## src/rtl/itmr_pkg.sv

```systemverilog
package itmr_pkg;
  typedef struct packed {
    logic pnd;
    logic en;
  } itmr_flags_t;
endpackage

```

## src/rtl/itmr_counter.sv

```systemverilog
module itmr_counter #(
  parameter int unsigned CNT_W = 16
) (
  input  logic             clk_i,
  input  logic             rst_ni,
  input  logic             cyc_en_i,
  output logic [CNT_W-1:0] cnt_o
);
  localparam logic [CNT_W-1:0] CntRst = '1;

  logic [CNT_W-1:0] cnt_q;

  always_ff @(posedge clk_i or negedge rst_ni) begin
    if (!rst_ni)       cnt_q <= CntRst;
    else if (cyc_en_i) cnt_q <= cnt_q - 1'b1;
  end

  assign cnt_o = cnt_q;
endmodule

```

## src/rtl/itmr_toggle_det.sv

```systemverilog
module itmr_toggle_det #(
  parameter int unsigned CNT_W   = 16,
  parameter int unsigned TAP_BIT = 12
) (
  input  logic             clk_i,
  input  logic             rst_ni,
  input  logic [CNT_W-1:0] cnt_i,
  output logic             tgl_o
);
  // must match tap bit of the all-ones reset count
  localparam logic TapRst = 1'b1;

  logic tap_q;

  always_ff @(posedge clk_i or negedge rst_ni) begin
    if (!rst_ni) tap_q <= TapRst;
    else         tap_q <= cnt_i[TAP_BIT];
  end

  assign tgl_o = cnt_i[TAP_BIT] ^ tap_q;
endmodule

```

## src/rtl/itmr_flags.sv

```systemverilog
module itmr_flags
  import itmr_pkg::*;
(
  input  logic        clk_i,
  input  logic        rst_ni,
  input  logic        set_i,
  input  logic        clr_i,
  input  logic        en_wr_i,
  input  logic        en_wdata_i,
  output itmr_flags_t flags_o
);
  itmr_flags_t q, d;

  always_comb begin
    d = q;
    // new event wins over a clear in the same cycle
    if (set_i)      d.pnd = 1'b1;
    else if (clr_i) d.pnd = 1'b0;
    if (en_wr_i)    d.en  = en_wdata_i;
  end

  always_ff @(posedge clk_i or negedge rst_ni) begin
    if (!rst_ni) q <= '0;
    else         q <= d;
  end

  assign flags_o = q;
endmodule

```

## src/rtl/idle_tick_timer.sv

```systemverilog
module idle_tick_timer
  import itmr_pkg::*;
#(
  parameter int unsigned CNT_W   = 16,
  parameter int unsigned TAP_BIT = 12
) (
  input  logic clk_i,
  input  logic rst_ni,
  input  logic cyc_en_i,
  input  logic en_wr_i,
  input  logic en_wdata_i,
  input  logic pnd_clr_i,
  output logic pnd_o,
  output logic irq_o,
  output logic wake_o
);
  logic [CNT_W-1:0] cnt;
  logic             tgl;
  itmr_flags_t      flags;

  itmr_counter #(.CNT_W(CNT_W)) u_cnt (
    .clk_i    (clk_i),
    .rst_ni   (rst_ni),
    .cyc_en_i (cyc_en_i),
    .cnt_o    (cnt)
  );

  itmr_toggle_det #(.CNT_W(CNT_W), .TAP_BIT(TAP_BIT)) u_tgl (
    .clk_i  (clk_i),
    .rst_ni (rst_ni),
    .cnt_i  (cnt),
    .tgl_o  (tgl)
  );

  itmr_flags u_flags (
    .clk_i      (clk_i),
    .rst_ni     (rst_ni),
    .set_i      (tgl),
    .clr_i      (pnd_clr_i),
    .en_wr_i    (en_wr_i),
    .en_wdata_i (en_wdata_i),
    .flags_o    (flags)
  );

  assign wake_o = tgl;
  assign pnd_o  = flags.pnd;
  assign irq_o  = flags.pnd & flags.en;
endmodule

```

## config.mk

```make
export PLATFORM = sky130hd
export DESIGN_NAME = idle_tick_timer
export DESIGN_NICKNAME = d
export VERILOG_FILES = /design/src/rtl/itmr_pkg.sv /design/src/rtl/itmr_counter.sv /design/src/rtl/itmr_toggle_det.sv /design/src/rtl/itmr_flags.sv /design/src/rtl/idle_tick_timer.sv
export SDC_FILE = /design/constraint.sdc
export NUM_CORES = 1
export LEC_CHECK = 0
export BUFFER_PORTS_ARGS = -buffer_cell sky130_fd_sc_hd__buf_2
export CORE_MARGIN = 5
export CORE_UTILIZATION = 50
export CTS_CLUSTER_DIAMETER = 200
export DETAILED_ROUTE_END_ITERATION = 10
export PLACE_DENSITY = 0.71
export SYNTH_ARGS = -nofsm -noshare
export SYNTH_HDL_FRONTEND = slang
export SYNTH_SLANG_ARGS = --single-unit
```

## constraint.sdc

```tcl
create_clock -name clk_i -period 1.8 [get_ports clk_i]
set_input_delay 0.45 -clock clk_i [delete_from_list [all_inputs] [get_ports clk_i]]
set_output_delay 0.45 -clock clk_i [all_outputs]
set_load 0.03 [all_outputs]
```

==> metrics.md, run 1 <==
| Metric | Value |
|---|---|
| Chip Height | 47.3 um |
| Worst R2R Start | u_cnt.cnt_o[4] |
| Ant. Diodes | 0 |
| Syn nets | 62 |
| DRC viols | 0 |
| Clk pin slew, worst setup/hold paths | roughly 0.09 ns |
| Worst path required time | ~1.4 ns |
| Detailed-router iteration count before antenna repair | 2 |
| Fin crit share | 0.943 |
| Worst VDD drop | ~800 uV |
| Syn-to-layout area delta | 13.2% |
| Worst-path maximum fanout | 3 |
| Root buf cell | clkbuf_4 |
| Final max-slew violation count | 0 |
| Sequential-to-total area share from yosys stat | 0.602 |
| DR vias | between 400 and 500 |
| Worst Setup SP | u_cnt.cnt_o[12] |
| #FFs+latches synth | 16 |
| Slew @ Worst Pin | just under 0.5 ns |
| Endpoints failing setup | 0 |
| First-pass GRT wire length | around 1900 um |
| Max_cap viols | 0 |
| Dpl cell area | between 700 and 800 um2 |
| GRT Overall Usage | 0.125 |
| Status | complete, no violations |
| Yosys synthesis warning count | 0 |
| Starting DRT DRC Count | 2 |
| I/O pin total | 9 |
| Setup TNS | 0 ns |
| Mapped cell area | roughly 700 um2 |
| Initial antenna violation count | 0 |
| Post-cts sizing count | 0 |
| Critical path class | flop to primary output |
| Fmax | a little under 600 MHz |
| Vias in the first global route | 450 |
| Die Area | between 2000 and 2500 um2 |
| Clock sink total | 16 |
| # hold bufs at CTS | 0 |
| LEAKAGE | between 0.3 and 0.4 nW |
| Worst path arrival time | roughly 1.3 ns |
| Fin crit period | around 1.7 ns |
| Final Cell Area | a little under 800 um2 |
| Mapped Avg Cell Area | roughly 13 um2 |
| Hold Vio Cnt, Final | 0 |
| Starting density of the core | 0.534 |
| FP Rows | 13 |
| Post CTS Setup Buffer Count | 0 |
| Critical Path End Type | primary output |
| CTS buffer count | 3 |
| H-tree levels | 1 |
| Slew headroom | 0.666 |
| Vias per cell | 5.05 |
| Wire per inst | about 13 um |
| Clock Path Buffers | 2 |
| IO buf count | 8 |
| CTS tree | done |
| PnR Total Power | approximately 0.0013 W |
| Overflow after GRT | 0 |
| Startpoint Class | flop |
| Unrepaired setup endpoints after global routing | false |
| WL final | between 1000 and 1500 um |
| Core area | between 1000 and 1500 um2 |
| Share of post-route cells with drive strength above 1 | 0.448 |
| Power Dens Cells | around 1700 nW/um2 |
| Clock latency on the worst-skew pair | ~0.28 ns |
| Mapped Cells | 55 |
| NumNets Final | 76 |
| Routed Antenna Nets | 0 |
| Clock Skews | 0.00456 ns |
| Hold Crit Class | input pin to async pin |
| Largest net degree at the start of global routing | 17 |
| Synth cell types | 20 |
| Routability congestion estimate from global placement | roughly 0.72 |
| Die Width | 47.3 um |
## cells by family after synthesis
| group | after synthesis | synth area share |
|---|---|---|
| compound gates | 1 | 0.0108 |
| xor+xnor | 13 | 0.164 |
| fa+ha+maj | 1 | 0.0180 |
| buf+inv | 4 | 0.0234 |
| flops | 16 | 0.602 |
| mux | 2 | 0.0306 |
| simple gates | 18 | 0.151 |
## registers in the layout, indices dropped and copies added (netlist names)
name,cells
u_tgl.tap_q,1
u_flags.flags_o,2
u_cnt.cnt_o,13
## cell usage after synthesis
cell type | number | share of area
mux2i_1 | 1 | 0.014
nor4bb_1 | 1 | 0.014
nor4_1 | 4 | 0.036
nand3_1 | 2 | 0.014
inv_1 | 3 | 0.016
or4b_1 | 1 | 0.014
ha_1 | 1 | 0.018
a21o_1 | 1 | 0.011
or4_2 | 1 | 0.013
and2_1 | 1 | 0.0090
nor3_1 | 1 | 0.0072
nand2_1 | 3 | 0.016
mux2_2 | 1 | 0.016
dfrtp_1 | 2 | 0.072
xnor2_1 | 6 | 0.076
or3_2 | 1 | 0.011
nor2_1 | 3 | 0.016
buf_2 | 1 | 0.0072
dfstp_2 | 14 | 0.53
xor2_1 | 7 | 0.088
## metal layers
layer / wire [um] / track usage / vias to the layer above
li1: - / - / 208
met1: 483 / 0.147 / 199
met2: 525 / 0.203 / 5
met3: 34 / 0.0383 / 2
met4: 17 / 0.0663 / 0
met5: 0 / 0 / -
## worst paths after layout
| check | slack, ns | cells past startpoint | end |
|---|---|---|---|
| max | 0.10 | 2 | wake_o |
| min | 0.06 | 1 | u_flags.flags_o[0] |
| max reg2reg | 0.16 | 3 | u_cnt.cnt_o[11] |
| min reg2reg | 0.39 | 0 | u_tgl.tap_q |
| max in group asynchronous | 1.44 | 1 | u_cnt.cnt_o[8] |
| min in group clk_i | 0.39 | 0 | u_tgl.tap_q |
## per-stage QoR
| stage | util | hold slack, ns | worst slack (ns) | cells |
|---|---|---|---|---|
| 5_1_grt | 0.604 | 0.0693 | 0.0316 | 82 |
| 4_1_cts | 0.604 | 0.0659 | 0.0686 | 82 |
| 3_3_place_gp | 0.587 | 0.373 | 0.111 | 79 |
| 2_1_floorplan | - | 0.154 | 0.285 | 55 |
| 3_5_place_dp | 0.587 | 0.375 | 0.108 | 79 |
| 6_report | 0.604 | 0.0609 | 0.103 | 82 |
## layout make-up
cell class	count	area [um2]
Multi-Input combinational cell	35	260
Tap cell	15	18.8
Fill cell	121	515
Clock buffer	3	22.5
Timing Repair Buffer	10	55.1
Inverter	3	11.3
Sequential cell	16	418
## report_power, final
part | internal (W) | switching (W) | leakage, nW | total [W]
Clock | 0.0000775 | 0.000100 | 0.0138 | 0.000178
Combinational | 0.000184 | 0.000192 | 0.167 | 0.000376
Sequential | 0.000633 | 0.000153 | 0.172 | 0.000786
Total | 0.000894 | 0.000446 | 0.352 | 0.00134
## worst max-delay path: stages, from the launching register on
cell and delay [ns]:
dfstp_2 0.57, xor2_1 0.18, buf_2 0.23
## cell usage in the layout (no fill, tap or decap), drive strengths merged, types with 2 or more instances in the layout
master,instances
inv,3
clkbuf,3
nor4,4
nand2,3
dfrtp,2
dfstp,14
nor2,3
xor2,7
xnor2,6
buf,10
nand3,2
No activity file was read; power rests on OpenSTA's default activity.
==> run 2, diff against run 1 <==
CTS_CLUSTER_SIZE = 24   (was default)
PLACE_DENSITY = 0.7   (was 0.71)
==> metrics.md, run 2 (synthesized netlist as in run 1, its figures left out) <==
| Metric | Value |
|---|---|
| Status | complete, no violations |
| Largest register FFs | 13 (unchanged) |
| Delay-heaviest family, CP | flip-flops |
| NumNets Final | 76 (unchanged) |
| Worst path arrival time | 1.27 ns (+0.02 ns) |
| Slew @ Worst Pin | 0.569 ns (+0.0734 ns) |
| Worst R2R Start | u_cnt.cnt_o[4] |
| DR vias | 438 (+5.8%) |
| Clock sink total | 16 (unchanged) |
| Sequential Power Share | 0.561 (-0.025) |
| Post-cts sizing count | 0 (unchanged) |
| Post-DP HPWL | 739 um |
| R2r worst-path depth | 3 (unchanged) |
| Clock Path Buffers | 2 (unchanged) |
| Clock Skews | 0.00377 ns (-0.000794 ns) |
| WL final | 1020 um (-3.6%) |
| FP Rows | 13 (unchanged) |
| Sw Ratio | 0.330 (-0.00288) |
| Worst VDD drop | 833 uV (+3.9%) |
| Worst path depth | 2 (unchanged) |
| Most common cell after layout, fill and taps aside | dfstp_2 |
| Hold Vio Cnt, Final | 0 (unchanged) |
| CTS buffer count | 3 (unchanged) |
| Fin crit share | 0.954 (+0.0113) |
| Max_cap viols | 0 (unchanged) |
| Syn-to-layout area delta | 15.1% |
| Worst hold slack | 0.0547 ns (-0.00624 ns) |
| Ant. Diodes | 0 (unchanged) |
| Wire per inst | 12.3 um (-4.7%) |
| Finished Layout Cells | 83 (+1.2%) |
| Worst-path cell chain | xor2_1 -> buf_2 |
| Die Width | 47.3 um (unchanged) |
| H-tree levels | 1 (unchanged) |
| GRT Overall Usage | 0.121 (-0.00374) |
| Worst-path maximum fanout | 3 (unchanged) |
| Clock latency on the worst-skew pair | 0.29 ns (about the same) |
| Routed Antenna Nets | 0 (unchanged) |
| I/O pin total | 9 (unchanged) |
| Clock power frac | 0.169 (+0.036) |
| Startpoint Class | flop |
| Initial antenna violation count | 0 (unchanged) |
| Most frequent cells in the layout | dfstp_2 (14), buf_2 (8), xor2_1 (7) |
| Largest net degree at the start of global routing | 17 (unchanged) |
| First-pass GRT wire length | 1810 um (-4.7%) |
| Core area | 1300 um2 (unchanged) |
| Dpl cell area | 763 um2 (unchanged) |
| Net Sw Power | 0.000463 W (+3.9%) |
| # hold bufs at CTS | 0 (unchanged) |
| Fmax | 582 MHz (-1.2%) |
| Vias per cell | 5.28 (+4.5%) |
| R2r setup slk | 0.17 ns (about the same) |
| Setup TNS | 0 ns (unchanged) |
| IO buf count | 8 (unchanged) |
| Fin crit period | 1.72 ns (+0.0203 ns) |
| Post CTS Setup Buffer Count | 0 (unchanged) |
| Worst path required time | 1.35 ns (about the same) |
| Die Area | 2230 um2 (unchanged) |
| Critical path class | flop to primary output |
| Starting density of the core | 0.534 (unchanged) |
| Placed insts | 79 (unchanged) |
| Max incr delay on CP | 0.57 ns (about the same) |
| DRC viols | 0 (unchanged) |
| Endpoints failing setup | 0 (unchanged) |
| Critical Path End Type | primary output |
| Final Cell Area | 800 um2 (+1.8%) |
| Detailed-router iteration count before antenna repair | 2 (unchanged) |
| Clk pin slew, worst setup/hold paths | 0.09 ns (about the same) |
| Worst R2R End | u_cnt.cnt_o[9] |
| Routability congestion estimate from global placement | 0.801 (+12%) |
| Overflow after GRT | 0 (unchanged) |
| Unrepaired setup endpoints after global routing | false |
| Starting DRT DRC Count | 3 (+1) |
| Final max-slew violation count | 0 (unchanged) |
| CTS tree | done |
| Vias in the first global route | 444 (-1.3%) |
| Chip Height | 47.3 um (unchanged) |
| Hold Crit Class | input pin to async pin |
| Root buf cell | clkbuf_4 |
| Slew headroom | 0.617 (-0.0494) |
| Worst Setup SP | u_cnt.cnt_o[12] |
| Share of post-route cells with drive strength above 1 | 0.456 (+0.00812) |
| Critical Path Sink | wake_o |
| P_int | 0.000941 W (+5.2%) |
| PnR Total Power | 0.00140 W (+4.8%) |
| Slowest stage cell, crit path | dfstp_2 |
| LEAKAGE | 0.359 nW (+2.0%) |
| Power Dens Cells | 1760 nW/um2 (+3.0%) |
| Combinational share of power | 0.270 (-0.011) |
| Worst Path Buf+Inv | 1 (unchanged) |
[run 2: cell types whose count changed in the layout (fill, tap and decap cells not counted), sizes merged]
cell,change
clkbuf,+1
[run 2: power by group through the flow]
| stage | Clock, W | Sequential [W] | Combinational (W) |
|---|---|---|---|
| floorplan | 0 | 0.000765 | 0.000294 |
| global placement | 0 | 0.000787 | 0.000371 |
| detailed placement | 0 | 0.000786 | 0.000388 |
| CTS | 0.000244 | 0.000789 | 0.000388 |
| global route | 0.000259 | 0.000813 | 0.000429 |
| finish | 0.000237 | 0.000787 | 0.000380 |
[run 2: layout make-up]
class | instances | area, um2
Inverter | 3 | 11.3
Sequential cell | 16 | 418
Tap cell | 15 | 18.8
Fill cell | 103 | 502
Multi-Input combinational cell | 35 | 260
Timing Repair Buffer | 10 | 55.1
Clock buffer | 4 | 36.3
[run 2: stage by stage]
step	util	worst slack (ns)
5_1_grt	0.614	0.0271
4_1_cts	0.614	0.0514
3_5_place_dp	0.587	0.116
6_report	0.614	0.0825
2_1_floorplan	-	0.285
3_3_place_gp	0.587	0.141
[run 2: metal layers]
layer,vias up,share of wire,track usage
met2,8,0.47,0.187
met5,-,0,0
met3,3,0.041,0.0345
met1,213,0.47,0.145
li1,214,-,-
met4,0,0.022,0.0829
[run 2: how the worst min path moves through the flow]
stage,to,slack (ns)
after floorplan,u_flags.flags_o[0],0.15
after global placement,u_flags.flags_o[0],0.37
after detailed placement,u_flags.flags_o[0],0.38
after CTS,u_flags.flags_o[0],0.06
after global routing,u_flags.flags_o[1],0.06
final,u_flags.flags_o[1],0.05
